===== src/rtl/tag_scrub_pkg.sv =====
package tag_scrub_pkg;
  localparam int TAG_W     = 31;
  localparam int ST_W      = 2;
  localparam int DATA_W    = TAG_W + ST_W;
  localparam int HAM_W     = 6;
  localparam int ECC_W     = HAM_W + 1;
  localparam int WORD_W    = DATA_W + ECC_W;
  localparam int CODE_LAST = DATA_W + HAM_W;

  typedef enum logic [2:0] {
    S_IDLE, S_LOOKUP, S_FLUSH, S_SREAD, S_SWRITE, S_REISSUE
  } phaseT;

  typedef struct packed {
    logic capture;
    logic scrubLatch;
    logic scrubWrite;
  } ctlT;

  typedef struct packed {
    logic            single;
    logic            double;
    logic            hit;
    logic [ST_W-1:0] state;
  } statT;

  typedef struct packed {
    logic              single;
    logic              double;
    logic [DATA_W-1:0] data;
  } decT;

  function automatic logic [HAM_W-1:0] hamBits(input logic [DATA_W-1:0] d);
    logic [HAM_W-1:0] h;
    int k;
    h = '0;
    k = 0;
    for (int p = 1; p <= CODE_LAST; p++) begin
      if ((p & (p - 1)) != 0) begin
        if (d[k]) h = h ^ HAM_W'(p);
        k++;
      end
    end
    return h;
  endfunction

  function automatic logic [WORD_W-1:0] eccEncode(input logic [DATA_W-1:0] d);
    logic [HAM_W-1:0] h;
    h = hamBits(d);
    return {(^d) ^ (^h), h, d};
  endfunction

  function automatic decT eccDecode(input logic [WORD_W-1:0] w);
    decT r;
    logic [HAM_W-1:0] syn;
    logic par;
    int k;
    syn = hamBits(w[DATA_W-1:0]) ^ w[DATA_W+HAM_W-1:DATA_W];
    par = ^w;
    r.data = w[DATA_W-1:0];
    k = 0;
    for (int p = 1; p <= CODE_LAST; p++) begin
      if ((p & (p - 1)) != 0) begin
        if (par && syn == HAM_W'(p)) r.data[k] = ~r.data[k];
        k++;
      end
    end
    r.single = par && (syn <= HAM_W'(CODE_LAST));
    r.double = (!par && syn != '0) || (par && syn > HAM_W'(CODE_LAST));
    return r;
  endfunction
endpackage


===== src/rtl/tag_scrub_dpath.sv =====
module tag_scrub_dpath
  import tag_scrub_pkg::*;
#(
  parameter int DEPTH = 16,
  localparam int IDX_W = $clog2(DEPTH)
) (
  input  logic              clk,
  input  logic              rstN,
  input  ctlT               ctl,
  input  logic [IDX_W-1:0]  reqIdx,
  input  logic [TAG_W-1:0]  reqTag,
  input  logic              fillValid,
  input  logic [IDX_W-1:0]  fillIdx,
  input  logic [TAG_W-1:0]  fillTag,
  input  logic [ST_W-1:0]   fillState,
  input  logic [WORD_W-1:0] fillFlip,
  output statT              stat
);
  logic [IDX_W-1:0]  reqIdxQ;
  logic [TAG_W-1:0]  reqTagQ;
  logic [DATA_W-1:0] fixQ;
  logic [WORD_W-1:0] memRd [DEPTH];
  logic [WORD_W-1:0] rdWord;
  logic [WORD_W-1:0] fillWord;
  logic [WORD_W-1:0] scrubWord;
  decT               dec;

  always_ff @(posedge clk) begin
    if (!rstN) begin
      reqIdxQ <= '0;
      reqTagQ <= '0;
      fixQ    <= '0;
    end else begin
      if (ctl.capture) begin
        reqIdxQ <= reqIdx;
        reqTagQ <= reqTag;
      end
      if (ctl.scrubLatch) fixQ <= dec.data;
    end
  end

  assign fillWord  = eccEncode({fillTag, fillState}) ^ fillFlip;
  assign scrubWord = eccEncode(fixQ);

  for (genvar g = 0; g < DEPTH; g++) begin : gEnt
    logic [WORD_W-1:0] entryQ;
    always_ff @(posedge clk) begin
      if (!rstN) begin
        entryQ <= '0;
      end else if (fillValid && fillIdx == IDX_W'(g)) begin
        entryQ <= fillWord;
      end else if (ctl.scrubWrite && reqIdxQ == IDX_W'(g)) begin
        entryQ <= scrubWord;
      end
    end
    assign memRd[g] = entryQ;
  end

  assign rdWord = memRd[reqIdxQ];

  always_comb begin
    dec         = eccDecode(rdWord);
    stat.single = dec.single;
    stat.double = dec.double;
    stat.state  = dec.double ? '0 : dec.data[ST_W-1:0];
    stat.hit    = !dec.double && dec.data[DATA_W-1:ST_W] == reqTagQ
                  && dec.data[ST_W-1:0] != '0;
  end


  scrub_clean_chk: assert property (@(posedge clk) disable iff (!rstN)
    (ctl.scrubWrite && !(fillValid && fillIdx == reqIdxQ))
      |=> (!stat.single && !stat.double));
endmodule


===== src/rtl/tag_scrub_ctl.sv =====
module tag_scrub_ctl
  import tag_scrub_pkg::*;
#(
  parameter int CNT_W = 4
) (
  input  logic             clk,
  input  logic             rstN,
  input  logic             reqValid,
  input  statT             stat,
  output ctlT              ctl,
  output logic             reqReady,
  output logic             rspValid,
  output logic             flushPulse,
  output logic             reissuePulse,
  output logic [CNT_W-1:0] corrCount,
  output logic             fatalErr,
  output logic             persistErr
);
  localparam logic [CNT_W-1:0] CNT_MAX = {CNT_W{1'b1}};

  phaseT phaseQ;
  logic  replayQ;
  logic  goScrub;

  assign goScrub = phaseQ == S_LOOKUP && stat.single && !replayQ;

  always_ff @(posedge clk) begin
    if (!rstN) begin
      phaseQ     <= S_IDLE;
      replayQ    <= 1'b0;
      corrCount  <= '0;
      fatalErr   <= 1'b0;
      persistErr <= 1'b0;
    end else begin
      unique case (phaseQ)
        S_IDLE: if (reqValid) begin
          phaseQ  <= S_LOOKUP;
          replayQ <= 1'b0;
        end
        S_LOOKUP: begin
          if (goScrub) begin
            phaseQ <= S_FLUSH;
            if (corrCount != CNT_MAX) corrCount <= corrCount + 1'b1;
          end else begin
            phaseQ <= S_IDLE;
            if (stat.double) fatalErr <= 1'b1;
            if (stat.single) persistErr <= 1'b1;
          end
        end
        S_FLUSH:   phaseQ <= S_SREAD;
        S_SREAD:   phaseQ <= S_SWRITE;
        S_SWRITE:  phaseQ <= S_REISSUE;
        S_REISSUE: begin
          phaseQ  <= S_LOOKUP;
          replayQ <= 1'b1;
        end
        default:   phaseQ <= S_IDLE;
      endcase
    end
  end

  always_comb begin
    ctl.capture    = phaseQ == S_IDLE && reqValid;
    ctl.scrubLatch = phaseQ == S_SREAD;
    ctl.scrubWrite = phaseQ == S_SWRITE;
  end

  assign reqReady     = phaseQ == S_IDLE;
  assign rspValid     = phaseQ == S_LOOKUP && !goScrub;
  assign flushPulse   = phaseQ == S_FLUSH;
  assign reissuePulse = phaseQ == S_REISSUE;


  busy_ready_chk: assert property (@(posedge clk) disable iff (!rstN)
    (rspValid || flushPulse || reissuePulse) |-> !reqReady);

  reissue_resp_chk: assert property (@(posedge clk) disable iff (!rstN)
    reissuePulse |=> rspValid);

  fatal_sticky_chk: assert property (@(posedge clk) disable iff (!rstN)
    fatalErr |=> fatalErr);

  corr_sat_chk: assert property (@(posedge clk) disable iff (!rstN)
    (corrCount == CNT_MAX) |=> (corrCount == CNT_MAX));

  corr_step_chk: assert property (@(posedge clk) disable iff (!rstN)
    !$stable(corrCount) |-> (corrCount == CNT_W'($past(corrCount) + 1'b1)));

  flush_single_chk: assert property (@(posedge clk) disable iff (!rstN)
    flushPulse |=> !flushPulse);
endmodule


===== src/rtl/tag_scrub_ctrl.sv =====
module tag_scrub_ctrl
  import tag_scrub_pkg::*;
#(
  parameter int DEPTH = 16,
  parameter int CNT_W = 4,
  localparam int IDX_W = $clog2(DEPTH)
) (
  input  logic              clk,
  input  logic              rstN,
  input  logic              reqValid,
  output logic              reqReady,
  input  logic [IDX_W-1:0]  reqIdx,
  input  logic [TAG_W-1:0]  reqTag,
  input  logic              fillValid,
  input  logic [IDX_W-1:0]  fillIdx,
  input  logic [TAG_W-1:0]  fillTag,
  input  logic [ST_W-1:0]   fillState,
  input  logic [WORD_W-1:0] fillFlip,
  output logic              rspValid,
  output logic              rspHit,
  output logic [ST_W-1:0]   rspState,
  output logic              flushPulse,
  output logic              reissuePulse,
  output logic [CNT_W-1:0]  corrCount,
  output logic              fatalErr,
  output logic              persistErr
);
  ctlT  ctl;
  statT stat;

  tag_scrub_dpath #(.DEPTH(DEPTH)) dpath_i (
    .clk(clk), .rstN(rstN), .ctl(ctl),
    .reqIdx(reqIdx), .reqTag(reqTag),
    .fillValid(fillValid), .fillIdx(fillIdx), .fillTag(fillTag),
    .fillState(fillState), .fillFlip(fillFlip),
    .stat(stat)
  );

  tag_scrub_ctl #(.CNT_W(CNT_W)) ctl_i (
    .clk(clk), .rstN(rstN), .reqValid(reqValid), .stat(stat), .ctl(ctl),
    .reqReady(reqReady), .rspValid(rspValid), .flushPulse(flushPulse),
    .reissuePulse(reissuePulse), .corrCount(corrCount),
    .fatalErr(fatalErr), .persistErr(persistErr)
  );

  assign rspHit   = stat.hit;
  assign rspState = stat.state;
endmodule


===== config.mk =====
export PLATFORM = sky130hd
export DESIGN_NAME = tag_scrub_ctrl
export DESIGN_NICKNAME = d
export VERILOG_FILES = /design/src/rtl/tag_scrub_pkg.sv /design/src/rtl/tag_scrub_dpath.sv /design/src/rtl/tag_scrub_ctl.sv /design/src/rtl/tag_scrub_ctrl.sv
export SDC_FILE = /design/constraint.sdc
export NUM_CORES = 2
export LEC_CHECK = 0
export BUFFER_PORTS_ARGS = -buffer_cell sky130_fd_sc_hd__buf_2
export CAP_MARGIN = 0
export CELL_PAD_IN_SITES_DETAIL_PLACEMENT = 1
export CELL_PAD_IN_SITES_GLOBAL_PLACEMENT = 1
export CORE_UTILIZATION = 48
export DETAILED_ROUTE_END_ITERATION = 10
export GPL_ROUTABILITY_DRIVEN = 0
export PLACE_DENSITY_LB_ADDON = 0.1
export SYNTH_ARGS = -nofsm -noshare
export SYNTH_HDL_FRONTEND = slang
export SYNTH_SLANG_ARGS = --single-unit

===== constraint.sdc =====
create_clock -name clk -period 6.5 [get_ports clk]
set_input_delay 0.65 -clock clk [delete_from_list [all_inputs] [get_ports clk]]
set_output_delay 0.65 -clock clk [all_outputs]
set_load 0.01 [all_outputs]

==> run summary <==
Counting stages on the worst path, the most repeated cell is sky130_fd_sc_hd__buf_4. The leakage power total is 15.2 nW. The maximum number of pins on one net before global-route repair came out at approximately 150. The share of the yosys chip area belonging to registers came out at 0.364. The worst setup path is of the reg2out kind. Max-cap violations in this run came to 0. For this run, asynchronously set or reset flops after synthesis account for 0.

Clock tree synthesis selected as its root buffer the cell sky130_fd_sc_hd__clkbuf_16. The global-route usage over all layers came out at 0.446. Setup repair after global routing could not meet its margin everywhere.

The area of the core came out at 0.0809 mm^2. The measured slew at the worst slew-check pin is 1.30 ns. The initial antenna violation count is 4. Buffers placed on the I/O ports in this run total around 130. Timing analysis after detailed placement gives a worst setup slack of -0.403 ns.

The total grt overflow is 0. The data arrival time at the worst-slack endpoint came out at about 6.5 ns. The number of detailed-route iterations in the first pass is 6.

The endpoint identified for the worst register-to-register timing path is ctl_i.corrCount[3]. The floorplan step defined a die boundary enclosing 0.0835 mm^2. The proportion of netlist area held by the largest area contributor came out at 0.364. The via count of the first global-routing pass came out at between 40000 and 50000. The worst setup path is captured at an output port. The count of antenna-violating nets left after detailed routing is 0. The number of pins exceeding their max-slew limit in the final report is 0. The start point of the worst min-delay path is reqTag[3]. In this run, the number of DRC markers left after iteration 0 of detailed routing was about 5500. The fraction of layout instances using a drive strength above 1 is 0.189.

The worst setup path is launched from a flip-flop. The number of vias per cell is 7.09. The number of enable flip-flop cells after synthesis is 0. In the finished design, the share of the clock period the worst path needs comes to 1.10. The setup slack after layout is -0.626 ns. The min-delay analysis places its worst path in the category in2reg.

The critical path goes through buf_8 > buf_16 > buf_16 > buf_4 > mux4_2 > a22oi_1 > nand2_1 > xor2_1 > xnor3_2 > xor2_4 > xnor2_2 > buf_4 > mux2i_2 > buf_4 > a21oi_4 > xor3_1 > o21bai_1 > a2111oi_2 > buf_4 > nand3_4 > nor4_4 > buf_2. The clock-pin slew on the worst setup and hold paths came out at approximately 0.060 ns. The checks that failed: setup timing. The completed layout was analyzed and its total power is between 15 and 20 mW. The routed wire length per instance is 32.4 um. The final count of hold timing violations was 0. The gate family responsible for the most delay along the worst path is XOR/XNOR gates. The placement-stage cell area came out at just over 0.04 mm^2. The level count of the clock H-tree is 3. The initial utilization of the core area, before any placement, comes to 0.488. The initialized floorplan defines about 100 standard-cell rows. The CTS tree is done. The post-synthesis instance area is 0.0395 mm^2. The routed layout has 41600 vias. In this run the deepest clock path goes through 3 buffers. By area the synthesized netlist is led by sky130_fd_sc_hd__dfxtp_1 (36%), sky130_fd_sc_hd__a311oi_1 (12%), sky130_fd_sc_hd__mux4_2 (9.5%), sky130_fd_sc_hd__nand2_1 (9.1%), sky130_fd_sc_hd__nor2_1 (7.1%).

For this run, the share of the core covered by cells in the final layout is 0.565. In the synthesized netlist the dominant register cell turns out to be sky130_fd_sc_hd__dfxtp_1. The final layout contains around 5000 nets. The instance count after placement with tap cells included is between 5000 and 6000.

The number of clock sinks seen by CTS came out at roughly 700. The number of antenna repair diodes is 0. The total wirelength of the detailed-routed design is 190 mm. Across all hold checks on the routed design, the worst slack comes to 0.229 ns. The floorplan step set the die width to roughly 290 um. The vertical extent of the die came out at 289 um.

The top-level I/O count came out at ~130. Of all cell types, the one taking the most synthesized area is sky130_fd_sc_hd__dfxtp_1. In this run the tightest slew margin relative to its limit is 0.132. The worst hold path terminates at dpath_i.reqTagQ[3]. The worst flop-to-flop path startpoint is dpath_i.reqIdxQ[0]. The run finished, with violations left.

The clock insertion delay at the later pin of the skew report is 0.67 ns. The number of non-filler instances in the completed layout is between 5000 and 6000. The worst stage delay on the critical path is between 0.4 and 0.5 ns. On the critical path, the stage with the largest delay is an instance of sky130_fd_sc_hd__mux4_2.

The sum of buffers and inverters on the critical path is 8. The setup total negative slack is -0.626 ns. The CTS buffer count is 83. The first global-routing pass estimated between 200 and 300 mm of wire. Clock skew on the completed layout was measured at roughly 0.027 ns. After filler insertion, the fill cell instance count of the layout stands at 9355. STA puts the critical path data required time at between 5 and 6 ns. The total number of yosys warnings came out at 0. The post-route minimum period is roughly 7 ns.

The number of nets in the synthesized netlist came out at between 4000 and 5000. The total of endpoints with negative setup slack in the final report is 1. Counting distinct cell types in the post-synthesis netlist gives between 60 and 70. The HPWL after detailed placement is ~110 mm.

The flop-to-flop setup slack came out at roughly 0.85 ns. Averaged over all synthesized cells, the footprint is ~8.3 um^2. For this run, design rule violations remaining after detail routing come to 0. The total of flip-flops plus latches after synthesis came out at just over 700. The critical path runs through a total of 22 cells.

The power per cell area is about 350 mW/mm^2. Counting instances, the worst hold path has a depth of 3. Measured in cells, the most critical reg-to-reg path has a length of 20. The cell area after layout is between 0.04 and 0.05 mm^2. The largest vdd supply drop is approximately 620 uV.

In this run the worst path has a maximum fanout of 10. The area growth from synthesis to layout came out at 15.8%. The post-synthesis cell count came out at about 4800. The upper clock frequency limit is about 0.14 GHz.
final cells by class:
type	count	area [um^2]	area share
clock inverters	24	244	0.00533
inverters	10	45.0	0.000984
multi-input cells	3491	23800	0.520
well taps	1060	1330	0.0290
clock buffers	120	2410	0.0526
flip-flops and latches	718	14400	0.314
repair buffers	438	3540	0.0775
logic make-up after synthesis:
logic type               share of synthesized area
flip-flops                                   0.364
buffers and inverters                       0.0583
adder cells (fa/ha/maj)                   0.000317
AND/OR/NAND/NOR                              0.212
XOR/XNOR                                    0.0768
AO/OA/AOI/OAI                                0.190
multiplexers                                0.0991
worst max path at each step:
| stage | from | to | slack [ns] |
|---|---|---|---|
| after CTS | dpath_i.reqIdxQ[0] | rspHit | -0.28 |
| final | dpath_i.reqIdxQ[0] | rspHit | -0.63 |
| after global routing | dpath_i.reqIdxQ[0] | rspHit | -0.72 |
| after global placement | dpath_i.reqIdxQ[0] | rspHit | -0.32 |
| after floorplan | dpath_i.reqIdxQ[0] | rspHit | 0.61 |
| after detailed placement | dpath_i.reqIdxQ[0] | rspHit | -0.40 |
cell usage in the layout (no fill, tap or decap), types with 12 or more instances in the layout:
master	netlist	layout
sky130_fd_sc_hd__a211oi_1	218	211
sky130_fd_sc_hd__a21oi_1	45	43
sky130_fd_sc_hd__a22oi_1	64	50
sky130_fd_sc_hd__a22oi_2	0	14
sky130_fd_sc_hd__a311oi_1	531	531
sky130_fd_sc_hd__buf_12	0	25
sky130_fd_sc_hd__buf_2	23	128
sky130_fd_sc_hd__buf_4	5	265
sky130_fd_sc_hd__clkbuf_1	506	19
sky130_fd_sc_hd__clkbuf_16	0	84
sky130_fd_sc_hd__clkbuf_8	0	17
sky130_fd_sc_hd__clkinv_2	0	13
sky130_fd_sc_hd__dfxtp_1	718	714
sky130_fd_sc_hd__mux2i_1	14	12
sky130_fd_sc_hd__mux4_2	166	166
sky130_fd_sc_hd__nand2_1	959	914
sky130_fd_sc_hd__nand2_2	2	34
sky130_fd_sc_hd__nand2_4	0	13
sky130_fd_sc_hd__nand3_1	276	271
sky130_fd_sc_hd__nor2_1	750	743
sky130_fd_sc_hd__nor3_1	37	31
sky130_fd_sc_hd__o211ai_1	16	16
sky130_fd_sc_hd__o21ai_0	22	21
sky130_fd_sc_hd__xnor2_1	183	164
sky130_fd_sc_hd__xnor2_2	8	22
sky130_fd_sc_hd__xor2_1	84	72
sky130_fd_sc_hd__xor2_2	2	12
registers in the layout, indices dropped and copies added (netlist names):
register and flops:
ctl_i.corrCount 4, ctl_i.fatalErr 1, ctl_i.persistErr 1, ctl_i.phaseQ 3, ctl_i.replayQ 1, dpath_i.fixQ 33, dpath_i.gEnt.entryQ 640, dpath_i.reqIdxQ 4
dpath_i.reqTagQ 31
tightest hold or removal path: cells and delay by family:
| kind | cells | cell delay (ns) |
|---|---|---|
| compound gates | 1 | 0.05 |
| simple gates | 1 | 0.05 |
| buf+inv | 1 | 0.10 |
Yosys cell counts (all sizes together) (2+ instances only):
| library cell | number |
|---|---|
| nor3 | 38 |
| nor4 | 7 |
| a2111oi | 3 |
| a311oi | 531 |
| inv | 10 |
| or4 | 2 |
| nand3 | 276 |
| nand2b | 10 |
| a221oi | 3 |
| o2111ai | 2 |
| and3 | 3 |
| nand2 | 961 |
| mux4 | 166 |
| a22oi | 64 |
| o21ai | 22 |
| o211ai | 16 |
| a21boi | 2 |
| or2 | 5 |
| xnor2 | 192 |
| a21oi | 45 |
| mux2i | 15 |
| nor3b | 6 |
| mux2 | 2 |
| dfxtp | 718 |
| o32ai | 2 |
| a211oi | 220 |
| a22o | 4 |
| nor2b | 4 |
| buf | 52 |
| xor3 | 5 |
| a2bb2oi | 2 |
| a211o | 3 |
| nand4 | 3 |
| nand4b | 2 |
| xnor3 | 17 |
| and2 | 10 |
| clkbuf | 506 |
| nor2 | 751 |
| xor2 | 86 |
layer usage:
metal	vias to the layer above	wire [um]	GRT usage
met2	2951	81800	0.673
met5	-	32	0
met1	20700	71100	0.569
met4	4	14500	0.292
met3	856	22600	0.109
li1	17100	-	-
power breakdown:
group | internal (mW) | switching (mW)
Clock | 2.69 | 2.05
Combinational | 2.33 | 4.24
Sequential | 4.57 | 0.310
Total | 9.59 | 6.60
what timing repair did:
action                     in CTS  in global routing
hold buffers                    0                  0
resized for setup             130                 13
pin swaps                      50                  4
buffers inserted               63                  5
setup endpoints to repair       1                  1
gates cloned                    7                  0
No activity file was read; power rests on OpenSTA's default activity.
